$ cat src/rtl/pte_rights_pkg.sv
package pte_rights_pkg;

  typedef enum logic [1:0] {
    ACC_READ  = 2'd0,
    ACC_WRITE = 2'd1,
    ACC_EXEC  = 2'd2,
    ACC_RSVD  = 2'd3
  } accKind_t;

  typedef enum logic [1:0] {
    ST_IDLE  = 2'd0,
    ST_EVAL  = 2'd1,
    ST_WRITE = 2'd2,
    ST_DONE  = 2'd3
  } ctrlState_t;

  // strobes from control to datapath
  typedef struct packed {
    logic capture;
    logic issueWrite;
  } ctrlStrobe_t;

  // entry field positions (decoded by the memory image, so fixed)
  localparam int REF_BIT   = 8;
  localparam int CHG_BIT   = 7;
  localparam int ATTR_HI   = 5;
  localparam int ATTR_LO   = 4;
  localparam int PRIV_BIT  = 3;
  localparam int RD_BIT    = 2;
  localparam int RW_BIT    = 1;
  localparam int EX_BIT    = 0;

  // cause vector layout
  localparam int CAUSE_W     = 3;
  localparam int CAUSE_GUARD = 0;
  localparam int CAUSE_PROT  = 1;
  localparam int CAUSE_STORE = 2;

  // grant layout
  localparam int GRANT_W = 3;
  localparam int G_RD    = 0;
  localparam int G_WR    = 1;
  localparam int G_EX    = 2;

  // attribute code expansion; bit 0 of the expanded value marks guarded storage
  function automatic logic attrGuarded(input logic [1:0] code);
    logic [3:0] expanded;
    case (code)
      2'd0:    expanded = 4'h2;
      2'd1:    expanded = 4'hE;
      2'd2:    expanded = 4'h7;
      default: expanded = 4'h6;
    endcase
    return expanded[0];
  endfunction

endpackage

$ cat src/rtl/pte_rights_dp.sv
module pte_rights_dp
  import pte_rights_pkg::*;
#(
  parameter int ENTRY_W = 64,
  parameter int ADDR_W  = 48
) (
  input  logic                clk,
  input  logic                rstN,
  input  ctrlStrobe_t         strobe,
  input  logic [ENTRY_W-1:0]  entryIn,
  input  logic [ADDR_W-1:0]   entryAddr,
  input  logic [1:0]          accessKind,
  input  logic                probState,
  input  logic [1:0]          amrKey,
  input  logic [1:0]          iamrKey,
  input  logic                memWrAck,
  output logic                needWrite,
  output logic                fault,
  output logic [CAUSE_W-1:0]  cause,
  output logic [GRANT_W-1:0]  grant,
  output logic                memWrReq,
  output logic [ADDR_W-1:0]   memWrAddr,
  output logic [ENTRY_W-1:0]  memWrData
);

  localparam logic [ENTRY_W-1:0] REF_MASK = ENTRY_W'(1) << REF_BIT;
  localparam logic [ENTRY_W-1:0] CHG_MASK = ENTRY_W'(1) << CHG_BIT;

  logic [ENTRY_W-1:0] capEntry;
  logic [ADDR_W-1:0]  capAddr;
  accKind_t           capAcc;
  logic               capProb;
  logic [1:0]         capAmr;
  logic               capIamr;
  logic               unusedIamrHi;

  assign unusedIamrHi = iamrKey[1];

  always_ff @(posedge clk or negedge rstN) begin
    if (!rstN) begin
      capEntry <= '0;
      capAddr  <= '0;
      capAcc   <= ACC_READ;
      capProb  <= 1'b0;
      capAmr   <= 2'b00;
      capIamr  <= 1'b0;
    end else if (strobe.capture) begin
      capEntry <= entryIn;
      capAddr  <= entryAddr;
      capAcc   <= accKind_t'(accessKind);
      capProb  <= probState;
      capAmr   <= amrKey;
      capIamr  <= iamrKey[0];
    end
  end

  // rights evaluation
  logic               isWrite;
  logic               isExec;
  logic               pagePriv;
  logic               guardedHit;
  logic [GRANT_W-1:0] baseRights;
  logic [GRANT_W-1:0] keyMask;
  logic [GRANT_W-1:0] effRights;
  logic [GRANT_W-1:0] needRight;
  logic               protHit;
  logic [ENTRY_W-1:0] newEntry;

  assign isWrite  = (capAcc == ACC_WRITE);
  assign isExec   = (capAcc == ACC_EXEC);
  assign pagePriv = capEntry[PRIV_BIT];

  always_comb begin
    baseRights       = '0;
    baseRights[G_RD] = capEntry[RD_BIT] | capEntry[RW_BIT];
    baseRights[G_WR] = capEntry[RW_BIT];
    baseRights[G_EX] = capEntry[EX_BIT];

    keyMask       = '1;
    keyMask[G_RD] = ~capAmr[0];
    keyMask[G_WR] = ~capAmr[1];
    keyMask[G_EX] = ~capIamr;

    if (pagePriv && capProb)       effRights = '0;
    else if (pagePriv || capProb)  effRights = baseRights;
    else                           effRights = baseRights & keyMask;
  end

  always_comb begin
    needRight = '0;
    case (capAcc)
      ACC_WRITE: needRight[G_WR] = 1'b1;
      ACC_EXEC:  needRight[G_EX] = 1'b1;
      default:   needRight[G_RD] = 1'b1;
    endcase
  end

  assign guardedHit = isExec && attrGuarded(capEntry[ATTR_HI:ATTR_LO]);
  assign protHit    = !guardedHit && ((needRight & effRights) == '0);
  assign fault      = guardedHit || protHit;

  always_comb begin
    cause = '0;
    cause[CAUSE_GUARD] = guardedHit;
    cause[CAUSE_PROT]  = protHit;
    cause[CAUSE_STORE] = protHit && isWrite;
  end

  always_comb begin
    grant = effRights;
    if (!isWrite) grant[G_WR] = 1'b0;
    if (fault)    grant = '0;
  end

  assign newEntry  = capEntry | REF_MASK | (isWrite ? CHG_MASK : '0);
  assign needWrite = !fault && (newEntry != capEntry);

  assign memWrReq  = strobe.issueWrite;
  assign memWrAddr = capAddr;
  assign memWrData = newEntry;

  AST_WR_STABLE: assert property (@(posedge clk) disable iff (!rstN)
    memWrReq && !memWrAck |=> memWrReq && $stable(memWrData) && $stable(memWrAddr));
  AST_WR_NO_FAULT: assert property (@(posedge clk) disable iff (!rstN)
    memWrReq |-> !fault && grant != '0);
  AST_WR_REF_SET: assert property (@(posedge clk) disable iff (!rstN)
    memWrReq |-> memWrData[REF_BIT]);
  AST_WGRANT_ONLY_STORE: assert property (@(posedge clk) disable iff (!rstN)
    grant[G_WR] |-> capAcc == ACC_WRITE);
  AST_PRIV_USER_EMPTY: assert property (@(posedge clk) disable iff (!rstN)
    pagePriv && capProb |-> grant == '0 && fault);

endmodule

$ cat src/rtl/pte_rights_ctrl.sv
module pte_rights_ctrl
  import pte_rights_pkg::*;
(
  input  logic        clk,
  input  logic        rstN,
  input  logic        start,
  input  logic        needWrite,
  input  logic        memWrAck,
  output ctrlStrobe_t strobe,
  output logic        done
);

  ctrlState_t state;
  ctrlState_t nextState;

  always_comb begin
    nextState = state;
    case (state)
      ST_IDLE:  if (start) nextState = ST_EVAL;
      ST_EVAL:  nextState = needWrite ? ST_WRITE : ST_DONE;
      ST_WRITE: if (memWrAck) nextState = ST_DONE;
      default:  nextState = ST_IDLE;
    endcase
  end

  always_ff @(posedge clk or negedge rstN) begin
    if (!rstN) state <= ST_IDLE;
    else       state <= nextState;
  end

  always_comb begin
    strobe            = '0;
    strobe.capture    = (state == ST_IDLE) && start;
    strobe.issueWrite = (state == ST_WRITE);
  end

  assign done = (state == ST_DONE);

  AST_DONE_PULSE: assert property (@(posedge clk) disable iff (!rstN)
    done |=> !done);
  AST_ACK_TO_DONE: assert property (@(posedge clk) disable iff (!rstN)
    strobe.issueWrite && memWrAck |=> done && !strobe.issueWrite);
  AST_NO_CAPTURE_BUSY: assert property (@(posedge clk) disable iff (!rstN)
    strobe.capture |=> !strobe.capture);

endmodule

$ cat src/rtl/pte_rights_unit.sv
module pte_rights_unit
  import pte_rights_pkg::*;
#(
  parameter int ENTRY_W = 64,
  parameter int ADDR_W  = 48
) (
  input  logic                clk,
  input  logic                rstN,
  input  logic                start,
  input  logic [ENTRY_W-1:0]  entryIn,
  input  logic [ADDR_W-1:0]   entryAddr,
  input  logic [1:0]          accessKind,
  input  logic                probState,
  input  logic [1:0]          amrKey,
  input  logic [1:0]          iamrKey,
  output logic                done,
  output logic                fault,
  output logic [2:0]          cause,
  output logic [2:0]          grant,
  output logic                memWrReq,
  output logic [ADDR_W-1:0]   memWrAddr,
  output logic [ENTRY_W-1:0]  memWrData,
  input  logic                memWrAck
);

  ctrlStrobe_t strobe;
  logic        needWrite;

  pte_rights_ctrl u_ctrl (
    .clk       (clk),
    .rstN      (rstN),
    .start     (start),
    .needWrite (needWrite),
    .memWrAck  (memWrAck),
    .strobe    (strobe),
    .done      (done)
  );

  pte_rights_dp #(
    .ENTRY_W (ENTRY_W),
    .ADDR_W  (ADDR_W)
  ) u_dp (
    .clk        (clk),
    .rstN       (rstN),
    .strobe     (strobe),
    .entryIn    (entryIn),
    .entryAddr  (entryAddr),
    .accessKind (accessKind),
    .probState  (probState),
    .amrKey     (amrKey),
    .iamrKey    (iamrKey),
    .memWrAck   (memWrAck),
    .needWrite  (needWrite),
    .fault      (fault),
    .cause      (cause),
    .grant      (grant),
    .memWrReq   (memWrReq),
    .memWrAddr  (memWrAddr),
    .memWrData  (memWrData)
  );

  AST_RESET_IDLE: assert property (@(posedge clk) disable iff (!rstN)
    $rose(rstN) |-> !done && !memWrReq);
  AST_NO_DONE_WHILE_REQ: assert property (@(posedge clk) disable iff (!rstN)
    memWrReq |-> !done);

endmodule

$ cat config.mk
export PLATFORM = sky130hd
export DESIGN_NAME = pte_rights_unit
export DESIGN_NICKNAME = d
export VERILOG_FILES = /design/src/rtl/pte_rights_pkg.sv /design/src/rtl/pte_rights_dp.sv /design/src/rtl/pte_rights_ctrl.sv /design/src/rtl/pte_rights_unit.sv
export SDC_FILE = /design/constraint.sdc
export NUM_CORES = 1
export LEC_CHECK = 0
export CAP_MARGIN = 25
export CORE_MARGIN = 4
export CORE_UTILIZATION = 40
export CTS_CLUSTER_SIZE = 12
export DETAILED_ROUTE_END_ITERATION = 6
export PLACE_DENSITY = 0.76
export SYNTH_ARGS = -nofsm -noshare
export SYNTH_HDL_FRONTEND = slang
export SYNTH_HIERARCHICAL = 1
export SYNTH_SLANG_ARGS = --single-unit
$ cat constraint.sdc
create_clock -name clk -period 2.9 [get_ports clk]
set_input_delay 0.87 -clock clk [delete_from_list [all_inputs] [get_ports clk]]
set_output_delay 0.87 -clock clk [all_outputs]
set_load 0.1 [all_outputs]
### Word level (Yosys, flattened, before mapping)

Cells that the tools add are included.
W data, S select, Z words.

| storage, ports and cells | value |
|---|---|
| logic and storage cells | 52 |
| flip-flop bits (word level) | 120 |

| cells by class | value |
|---|---|
| bitwise operators | 7 |
| equal/unequal tests | 10 |
| mux-type cells | 13 |
| reduce and logical (&&, ||, !) cells | 15 |

Operator list:

| operator | count |
|---|---|
| $ne A64 B64 Y1 | 1 |
| $or A64 B64 Y64 | 1 |
| $mux W3 | 3 |
| $eq A2 B2 Y1 const B | 4 |
| $mux W8 | 1 |
| $and A3 B3 Y3 | 2 |
| $eq A2 B1 Y1 const B | 3 |
| $logic_and A1 B1 Y1 | 6 |
| $pmux W2 S3 | 1 |
| $mux W1 | 5 |
| $logic_not A2 Y1 | 2 |
| $mux W2 | 2 |
| $logic_not A3 Y1 | 1 |
| $not A1 Y1 | 3 |
| $pmux W1 S3 | 1 |
| $logic_not A1 Y1 | 2 |
| $logic_or A1 B1 Y1 | 2 |
| $ne A2 B1 Y1 const B | 1 |
| $ne A2 B2 Y1 const B | 1 |
| $reduce_and A2 Y1 | 1 |
| $reduce_or A2 Y1 | 1 |
| $or A1 B1 Y1 | 1 |

### Longest topological paths before layout

Gate-level depths: netlist of run 1.

| depth | value |
|---|---|
| depth in word-level cells | 12 |
| mapped depth | 9 |

### By module

Netlist of run 1, hierarchy kept.

Modules (own cells, without submodules):

| module | times used | sequential area each (um^2) | area each (um^2) | cells an instance |
|---|---|---|---|---|
| pte_rights_dp | 1 | 2952.8 | 5062.4 | 351 |
| pte_rights_ctrl | 1 | 50.0 | 183.9 | 16 |

### Worst setup path before layout of run 1

No wires, ideal clock.

| timing | value |
|---|---|
| kind | register -> output |
| start | reg u_dp.capAcc[0] |
| end | out cause[2] |
| setup slack | -1126 ps |
| data required time | 2030 ps |
| arrival time | 3156 ps |
| stages on the path, launching flop included | 7 |
| path buffers | 0 |
| cell sequence | dfrtp_1 inv_1 ha_1 inv_1 a2111oi_2 a211o_2 nor3_1 |

| on the way | value |
|---|---|
| word-level cells in the longest chain between the ends | 7 |
| elaborated cells between the ends (all ways) | 12 |

RTL lines:

| what | RTL line | text |
|---|---|---|
| from (decl) | pte_rights_dp.sv:31 | `accKind_t capAcc;` |
| from (signal assigned) | pte_rights_dp.sv:50 | `capAcc <= accKind_t'(accessKind);` |
| $eq A2 B2 Y1 or $eq A2 B1 Y1 (tied branches) | pte_rights_dp.sv:70, pte_rights_dp.sv:91, pte_rights_dp.sv:69 |  |
| $reduce_or A2 Y1 (no line) | -- |  |
| $mux W1 | pte_rights_dp.sv:91 | `case (capAcc)` |
| $and A3 B3 Y3 | pte_rights_dp.sv:99 | `assign protHit = !guardedHit && ((needRight & effRights) == '0);` |
| $logic_not A3 Y1 | pte_rights_dp.sv:99 |  |
| $logic_and A1 B1 Y1 | pte_rights_dp.sv:99 |  |
| $logic_and A1 B1 Y1 * | pte_rights_dp.sv:106 | `cause[CAUSE_STORE] = protHit && isWrite;` |
| to (decl) | pte_rights_unit.sv:18 | `output logic [2:0] cause,` |

Every way passes the cells marked *; elsewhere a longest branch is shown, timed or not.

### Worst setup path in the final report of run 1

| timing | value |
|---|---|
| start | reg u_dp.capAcc[0] |
| end | out grant[0] |

| on the way | value |
|---|---|
| word-level cells in the longest chain between the ends | 8 |
| elaborated cells between the ends (all ways) | 13 |

RTL lines:

| what | RTL line | text |
|---|---|---|
| $eq A2 B2 Y1 or $eq A2 B1 Y1 (tied branches) | pte_rights_dp.sv:70, pte_rights_dp.sv:91 |  |
| $reduce_or A2 Y1 (no line) | -- |  |
| $mux W1 | pte_rights_dp.sv:91 |  |
| $and A3 B3 Y3 | pte_rights_dp.sv:99 |  |
| $logic_not A3 Y1 | pte_rights_dp.sv:99 |  |
| $logic_and A1 B1 Y1 | pte_rights_dp.sv:99 |  |
| $logic_or A1 B1 Y1 * | pte_rights_dp.sv:100 | `assign fault = guardedHit \|\| protHit;` |
| $mux W3 * | pte_rights_dp.sv:112 | `if (fault) grant = '0;` |
| to (decl) | pte_rights_unit.sv:19 | `output logic [2:0] grant,` |

Marks and branches as above.

==> impl_results.md, run 1 <==
* Gr ovfl total at 0
* Status: completed
* WL final at approximately 12000 um
* Initial drt markers at approximately 120
* Wirelength per Cell at 16.2 um
* Critical Path Fanout Max at 3
* Largest net degree at the start of global routing at about 120
* Gpl congestion at about 0.75
* Die Area at approximately 15000 um2
* Dpl hpwl at 8810 um
* WHS Path Cells at 1
* Die Y at 123 um
* Slew Limit Fails at 0
* Main synth FF type: dfrtp_1
* Slowest CP cell: a2111oi_4
* Clock latency on the worst-skew pair at roughly 400 ps
* Vias in the first global route at ~3700
* Mapped Area at 5250 um2
* Sequential fraction of the synthesis area at 57.2%
* ANT nets after route at 0
* Row cnt at ~40
* Crit-path cells: inv_2, ha_2, and3_4, a21oi_2, a2111oi_4, buf_12
* Synthesized area per cell at about 14 um2
* Area grow syn2layout at 51.6%
* Post-Syn Instances at between 300 and 400
* Clock-pin slew on the worst setup and hold paths at 50 ps
* GRT Overall Usage at ~16%
* Worst r2r path cells at 9
* Critical path required time at about 2000 ps
* Post-layout util at 62.5%
* Hold crit path type: reg -> reg
* Clk root buf: clkbuf_16
* Final nets at slightly below 700
* Max stage delay on crit path at 420 ps
* CP Launch Type: flip-flop
* Tcrit/Tclk final at about 100%
* Drt first pass iters at 4
* Vias at between 3000 and 4000
* F_max at about 0.35 GHz
* Multi-input gate area at between 1500 and 2000 um2
* Post-synth EDFFs at 0
* Hold Vio Cnt, Final at 0
* Synth Net Count at between 400 and 500
* Register area at about 3000 um2
* H-tree depth at 4
* Initial antenna violation count at 0
* Share of cells above drive strength 1 at 53.2%
* CTS tree: yes
* Initial core utilization at 41.2%
* Yosys warnings at 6
* Crit path arrival time at slightly below 2000 ps
* Die W at between 100 and 150 um
* RSZ-0062 raised after global routing: yes
* Slew margin rel. at 55.3%
* Ys async rst share at between 90% and 100%
* CTS Sinks at 120
* # diodes at 0
* Buffers on Ports at around 240
* DRC viols at 0
* Max_cap viols at 0
* Worst reg-to-reg setup slack at between 900 and 1000 ps
* DR vias/cell at ~4.6
* Final setup viols at 0
* # IOs at 244
* Synth cell types at 29
* FILL cells at approximately 1000
* Fin Clk Skew at between 4 and 5 ps
* Worst setup path class: reg -> out
* Core ar. at between 10000 and 15000 um2
* Synthesized flop and latch total at 120
* Clock buffer depth at 2
* Post-CTS Hold Fix Bufs at 0
* Min Tclk post-route at ~2900 ps
* Num CTS Buffers at 17
* Worst Tran Pin Value at approximately 670 ps
* Crit end category: primary output
* First-pass GRT wire length at approximately 19000 um
[path summary, 6_finish.rpt]
check,start,to
worst min register to register,u_dp/capEntry[8]$_DFFE_PN0P_,u_dp/capEntry[8]$_DFFE_PN0P_
worst max-delay path,u_dp/capAcc[0]$_DFFE_PN0P_,grant[0]
min in group asynchronous,rstN,u_dp/capEntry[5]$_DFFE_PN0P_
worst min-delay path,u_dp/capEntry[8]$_DFFE_PN0P_,u_dp/capEntry[8]$_DFFE_PN0P_
max in group asynchronous,rstN,u_dp/memWrAddr[31]$_DFFE_PN0P_
worst max register to register,u_dp/capAcc[0]$_DFFE_PN0P_,u_ctrl/state[0]$_DFFE_PN0P_
[state kept, by name, summed over array words and instances, names as in the netlist]
name and count:
u_dp/capAcc 2, u_dp/capAmr 2, u_dp/memWrAddr 48, u_dp/capEntry 64
u_dp/capProb 1, u_ctrl/state 2, u_dp/capIamr 1
[Yosys cell counts, types with 2 or more instances]
library cell  count  area [um2]
nor2_1            3        11.3
mux2_2          116        1310
inv_1             7        26.3
or2_2             2        12.5
nor3_1            2        10.0
dfrtp_1         120        3000
a2111oi_2         2        30.0
buf_4            66         495
o21ai_0           3        15.0
ha_1              6        75.1
buf_2            12        60.1
and2_1            2        12.5
mux2_4            2        30.0
nand2_1           9        33.8
[kinds of logic after synthesis]
kind of cell,after synthesis,synth area share [%]
AOI/OAI and AO/OA,10,2.10
adders and majority gates,6,1.43
buffers and inverters,88,11.3
DFF,120,57.2
muxes,118,25.5
other,1,0.0715
and+or+nand+nor,24,2.39
[per-layer routing]
metal  global-route usage, %  share of wire (%)  wire, um  vias to the layer above
met5                       0                  0         0                        -
met4                    7.14                2.2       265                        0
met3                    7.88                 11      1300                       24
met2                    27.7                 51      6130                      153
met1                    17.1                 36      4260                     1678
li1                        -                  -         -                     1562
[cell type report]
type / instances / share of cell area [%]
timing repair buffer: 248 / 28.8
tap: 172 / 2.71
clock inverter: 13 / 2.82
clock buffer: 19 / 5.70
sequential: 120 / 37.8
inverter: 9 / 0.472
multi-input combinational: 159 / 21.8
[repair_timing]
action / CTS / global route
pin swaps: 3 / 3
buffers inserted: 1 / 3
hold endpoints to repair: 0 / 0
resized for setup: 8 / 7
endpoints found under the setup margin: 2 / 6
cloned: 0 / 0
[metrics by stage]
stage	hold WS [ps]	worst slack [ps]	TNS [ps]	instances	instance area (um2)
floorplan	474	-124	-124	367	5270
global placement	489	371	0	704	7190
detailed placement	490	301	0	704	7190
CTS	502	-8.10	-8.10	737	7900
global route	515	-40.2	-40.2	740	7950
finish	500	38.2	0	740	7950
[worst max-delay path, delay by kind of cell (launching register included)]
family | cells | cell delay [ps]
DFF | 1 | 410
adders and majority gates | 1 | 200
buffers and inverters | 2 | 290
and+or+nand+nor | 1 | 200
AOI/OAI and AO/OA | 2 | 490
[cell usage in the layout, fill, tap and decap left out, drive strengths merged]
cell,instances
clkbuf,19
clkinv,6
ha,6
and2,3
dfrtp,120
a211o,1
a211oi,1
clkdlybuf4s50,120
nand2b,1
nor3,2
clkinvlp,3
nor2,4
a21oi,1
bufinv,6
buf,128
or2,2
inv,7
o22ai,1
nand4,1
and3,2
mux2,118
nand2,9
a31oi,1
o21ai,3
conb,1
a2111oi,2
Power of run 1 is not shown: default switching activity piles up to over one toggle a cycle in this logic, so the estimate is an artifact.
==> inputs of run 2 (changes only) <==
--- a/config.mk
+++ b/config.mk
@@ -5,11 +5,11 @@
 export SDC_FILE = /design/constraint.sdc
 export NUM_CORES = 1
 export LEC_CHECK = 0
-export CAP_MARGIN = 25
 export CORE_MARGIN = 4
 export CORE_UTILIZATION = 40
 export CTS_CLUSTER_SIZE = 12
 export DETAILED_ROUTE_END_ITERATION = 6
+export GPL_TIMING_DRIVEN = 0
 export PLACE_DENSITY = 0.76
 export SYNTH_ARGS = -nofsm -noshare
 export SYNTH_HDL_FRONTEND = slang
==> run 2 against run 1 <==
Compared with the run above:
- the run now ends with setup timing left
- first-iteration DRC count down 15%
- die area unchanged
- core utilization up 5.3 points
- via count up 8.9%
- flip-flop and latch count unchanged
==> impl_results.md, run 2 (synthesis results as in run 1) <==
* CTS tree: yes
* # diodes at 0
* # IOs at between 200 and 250
* Initial antenna violation count at 0
* ANT nets after route at 0
* Share of cells above drive strength 1 at slightly below 40%
* Clock-pin slew on the worst setup and hold paths at roughly 50 ps
* Buffers on Ports at between 200 and 250
* Area grow syn2layout at 64.4%
* Crit end category: primary output
* Multi-input gate area at roughly 1700 um2
* DRC viols at 0
* Vias at between 3000 and 4000
* Final setup viols at 2
* Worst Tran Pin Value at about 1000 ps
* Max FFs per register at between 60 and 70
* Crit path arrival time at about 2100 ps
* Critical Path Fanout Max at 4
* CTS Sinks at 120
* Most frequent cells in the layout: clkdlybuf4s50_1, dfrtp_1, mux2_2
* Worst r2r path cells at 6
* Drt first pass iters at 4
* Max_cap viols at 0
* Vias in the first global route at between 4000 and 5000
* Final nets at about 760
* Tcrit/Tclk final at 102%
* FILL cells at around 950
* Die Area at between 15000 and 20000 um2
* Fin Clk Skew at between 5 and 6 ps
* RSZ-0062 raised after global routing: yes
* Hold crit path type: in -> async
* Pre-CTS setup slack at -557 ps
* Final setup TNS at -88.1 ps
* Die Y at about 120 um
* F_max at ~0.34 GHz
* Gpl congestion at ~0.76
* Post-CTS Hold Fix Bufs at 0
* Largest Register: u_dp/capEntry
* Initial drt markers at approximately 100
* Critical path required time at approximately 2000 ps
* Min Tclk post-route at between 2000 and 3000 ps
* Commonest non-fill, non-tap cell in the layout: clkdlybuf4s50_1
* Register area at about 3000 um2
* Largest net degree at the start of global routing at 100
* Num CTS Buffers at 17
* Die W at around 120 um
* Worst setup path class: reg -> out
* Finished Layout Cells at 812
* Clock buffer depth at 2
* Slew Limit Fails at 0
* Gr ovfl total at 0
* WL final at 13500 um
* Clk root buf: clkbuf_16
* Row cnt at between 40 and 50
* DR vias/cell at approximately 4.6
* Initial core utilization at just over 40%
* Core ar. at between 10000 and 15000 um2
* CP Launch Type: flip-flop
* Clock latency on the worst-skew pair at 410 ps
* Status: finished with violations
* Hold Vio Cnt, Final at 0
* Wirelength per Cell at 16.6 um
* Cells after DPL at between 700 and 800
* Failing checks: setup timing
* Slew margin rel. at between 30% and 40%
* GRT Overall Usage at between 10% and 20%
* H-tree depth at 4
* Dpl hpwl at slightly above 10000 um
* First-pass GRT wire length at between 20000 and 25000 um
* Final setup margin at -52.8 ps
-- run 2: worst paths after layout --
kind,slack [ps],to,start
max,-50,grant[0],u_dp/capAcc[1]$_DFFE_PN0P_
min reg2reg,500,u_dp/memWrAddr[25]$_DFFE_PN0P_,u_dp/memWrAddr[25]$_DFFE_PN0P_
max in group asynchronous,1820,u_dp/capEntry[14]$_DFFE_PN0P_,rstN
min in group clk,500,u_dp/memWrAddr[25]$_DFFE_PN0P_,u_dp/memWrAddr[25]$_DFFE_PN0P_
max reg2reg,740,u_dp/capEntry[56]$_DFFE_PN0P_,u_ctrl/state[0]$_DFFE_PN0P_
min,310,u_dp/capEntry[5]$_DFFE_PN0P_,rstN
-- run 2: worst max-delay path, stage by stage, from the launching register on --
cell,delay [ps]
dfrtp_1,390
inv_2,80
ha_4,150
nand2_4,50
a211oi_4,290
a21oi_2,80
a2111oi_4,360
buf_6,280
-- run 2: per-layer routing --
layer / part of all wire [%] / wire, um / vias up / global-route usage (%)
li1: - / - / 1705 / -
met1: 35 / 4780 / 1843 / 19.2
met2: 52 / 7050 / 151 / 32.2
met3: 10 / 1400 / 21 / 8.48
met4: 1.8 / 247 / 0 / 6.93
met5: 0 / 0 / - / 0
-- run 2: cell type report --
class	instances	share of cell area [%]
sequential	120	34.8
timing repair buffer	244	29.6
tap	172	2.50
inverter	9	0.421
multi-input combinational	159	19.8
buffer	79	6.48
clock inverter	3	0.464
clock buffer	26	5.90
-- run 2: through the flow --
stage | hold slack, ps | util, % | cell area (um2)
2_1_floorplan | 474 | - | 5270
3_5_place_dp | 496 | 62.3 | 7930
3_3_place_gp | 488 | 62.1 | 7900
6_report | 308 | 67.8 | 8620
4_1_cts | 297 | 66.6 | 8470
5_1_grt | 305 | 67.8 | 8620
-- run 2: what timing repair did --
action	CTS	global route
gates cloned	0	0
setup buffers	0	2
endpoints found under the setup margin	18	32
pin swaps	0	3
gates resized for setup	63	44
Power of run 2 is left out for the same reason.
==> inputs of run 3 (changes only) <==
--- a/config.mk
+++ b/config.mk
@@ -10,6 +10,7 @@
 export CTS_CLUSTER_SIZE = 12
 export DETAILED_ROUTE_END_ITERATION = 6
 export GPL_TIMING_DRIVEN = 0
+export MAX_ROUTING_LAYER = met4
 export PLACE_DENSITY = 0.76
 export SYNTH_ARGS = -nofsm -noshare
 export SYNTH_HDL_FRONTEND = slang
==> run 3 against run 2 <==
Compared with the run above:
- first-iteration DRC count grew 21%
- worst setup slack lost 9.3 ps
- the run still ends with setup timing left
- maximum frequency down 0.31%
- largest cell class unchanged
- core utilization down 0.059 points
- final cell count decreased by 0.12%
- die area is the same
- critical endpoint unchanged
- worst hold slack gained 2.4 ps
==> impl_results.md, run 3 (synthesis results as in run 1) <==
* Critical Path Fanout Max at 4
* Reg2reg start: u_ctrl/state[0]$_DFFE_PN0P_
* Clock latency on the worst-skew pair at 400 ps
* Die Y at 123 um
* Gpl congestion at between 0.7 and 0.8
* Clk root buf: clkbuf_16
* WL final at 13400 um
* Max FFs per register at 64
* Slew Limit Fails at 0
* Post-layout util at around 68%
* Final setup viols at 2
* Worst reg-to-reg setup slack at around 740 ps
* CTS Sinks at 120
* Core ar. at 12700 um2
* Fin Clk Skew at 4.92 ps
* # diodes at 0
* Dpl hpwl at approximately 10000 um
* H-tree depth at 4
* Final setup margin at -62.1 ps
* Worst r2r path cells at 6
* Gr ovfl total at 0
* Drt first pass iters at 4
* Crit path from: u_dp/capAcc[1]$_DFFE_PN0P_
* Buffers on Ports at 241
* Final nets at around 760
* Crit end category: primary output
* Largest net degree at the start of global routing at 100
* DR vias/cell at 4.56
* Reg-to-Reg End: u_dp/capEntry[51]$_DFFE_PN0P_
* Commonest non-fill, non-tap cell in the layout: clkdlybuf4s50_1
* Tcrit/Tclk final at 102%
* DRC viols at 0
* Final Cell Area at 8620 um2
* Most frequent cells in the layout: clkdlybuf4s50_1, dfrtp_1, mux2_2
* Row cnt at a little over 40
* Min Tclk post-route at slightly below 3000 ps
* Clock buffer depth at 2
* Share of cells above drive strength 1 at between 30% and 40%
* Vias at approximately 3700
* Hold Vio Cnt, Final at 0
* Num CTS Buffers at 17
* Failing checks: setup timing
* # IOs at 244
* Clock-pin slew on the worst setup and hold paths at approximately 50 ps
* RSZ-0062 raised after global routing: yes
* Status: finished with violations
* Initial antenna violation count at 0
* Largest Register: u_dp/capEntry
* Max_cap viols at 0
* Area grow syn2layout at 64.2%
* Wirelength per Cell at roughly 17 um
* Crit path to: grant[0]
* Met2 usage at about 32%
* ANT nets after route at 0
* Critical path required time at around 2000 ps
* F_max at approximately 0.34 GHz
* Worst Tran Pin Value at between 1000 and 1500 ps
* CP Launch Type: flip-flop
* CTS tree: yes
* DP Area at roughly 8000 um2
* GRT Overall Usage at 18.9%
* Hold crit path type: in -> async
* Slew margin rel. at a little under a third
* Die Area at between 15000 and 20000 um2
* Initial core utilization at 41.2%
* Met1 GRT Util at around a fifth
* Die W at roughly 120 um
* Initial drt markers at around 130
* Most Crowded Layer GR: met2
* Met3 track demand over resource at about 7%
* Worst setup path class: reg -> out
* Vias in the first global route at approximately 4200
* First-pass GRT wire length at 20800 um
* Post-CTS Hold Fix Bufs at 0
* Pre-CTS setup slack at -557 ps
* Crit path arrival time at approximately 2100 ps
## run 3: metrics by stage
stage / setup TNS [ps] / hold slack [ps] / cells
floorplan: -124 / 474 / 367
global placement: -452880 / 488 / 780
detailed placement: -8740 / 496 / 781
CTS: -127 / 297 / 810
global route: -447 / 303 / 811
finish: -95.4 / 311 / 811
## run 3: timing repair
action / CTS / global route
endpoints found under the setup margin: 18 / 32
gates resized for setup: 63 / 44
setup buffers: 0 / 1
pin swaps: 0 / 4
## run 3: routing by layer
| layer | share of wire [%] | vias to the layer above |
|---|---|---|
| li1 | - | 1705 |
| met2 | 53 | 153 |
| met4 | 1.8 | 0 |
| met3 | 8.5 | 18 |
| met5 | 0 | - |
| met1 | 37 | 1825 |
## run 3: worst min path at each step
stage / to / cells after the start / start
2_1_floorplan: u_dp/capEntry[8]$_DFFE_PN0P_ / 1 / u_dp/capEntry[8]$_DFFE_PN0P_
3_3_place_gp: u_dp/capEntry[8]$_DFFE_PN0P_ / 1 / u_dp/capEntry[8]$_DFFE_PN0P_
3_5_place_dp: u_dp/memWrAddr[31]$_DFFE_PN0P_ / 1 / u_dp/memWrAddr[31]$_DFFE_PN0P_
4_1_cts: u_dp/capEntry[6]$_DFFE_PN0P_ / 1 / rstN
5_1_grt: u_dp/capEntry[6]$_DFFE_PN0P_ / 1 / rstN
6_report: u_dp/capEntry[5]$_DFFE_PN0P_ / 1 / rstN
## run 3: layout make-up
class	count	area (um2)
Multi-Input combinational cell	159	1710
Clock buffer	26	509
Sequential cell	120	3000
Buffer	79	559
Inverter	9	36.3
Timing Repair Buffer	243	2540
Clock inverter	3	40.0
Fill cell	951	4110
Tap cell	172	215
## run 3: worst max-delay path, stage by stage, from the launching register on
cell and delay (ps):
dfrtp_1 390, inv_2 80, ha_4 150, nand2_4 50, a211oi_4 290, a21oi_2 80
a2111oi_4 370, buf_6 280
Power of run 3 is left out for the same reason.
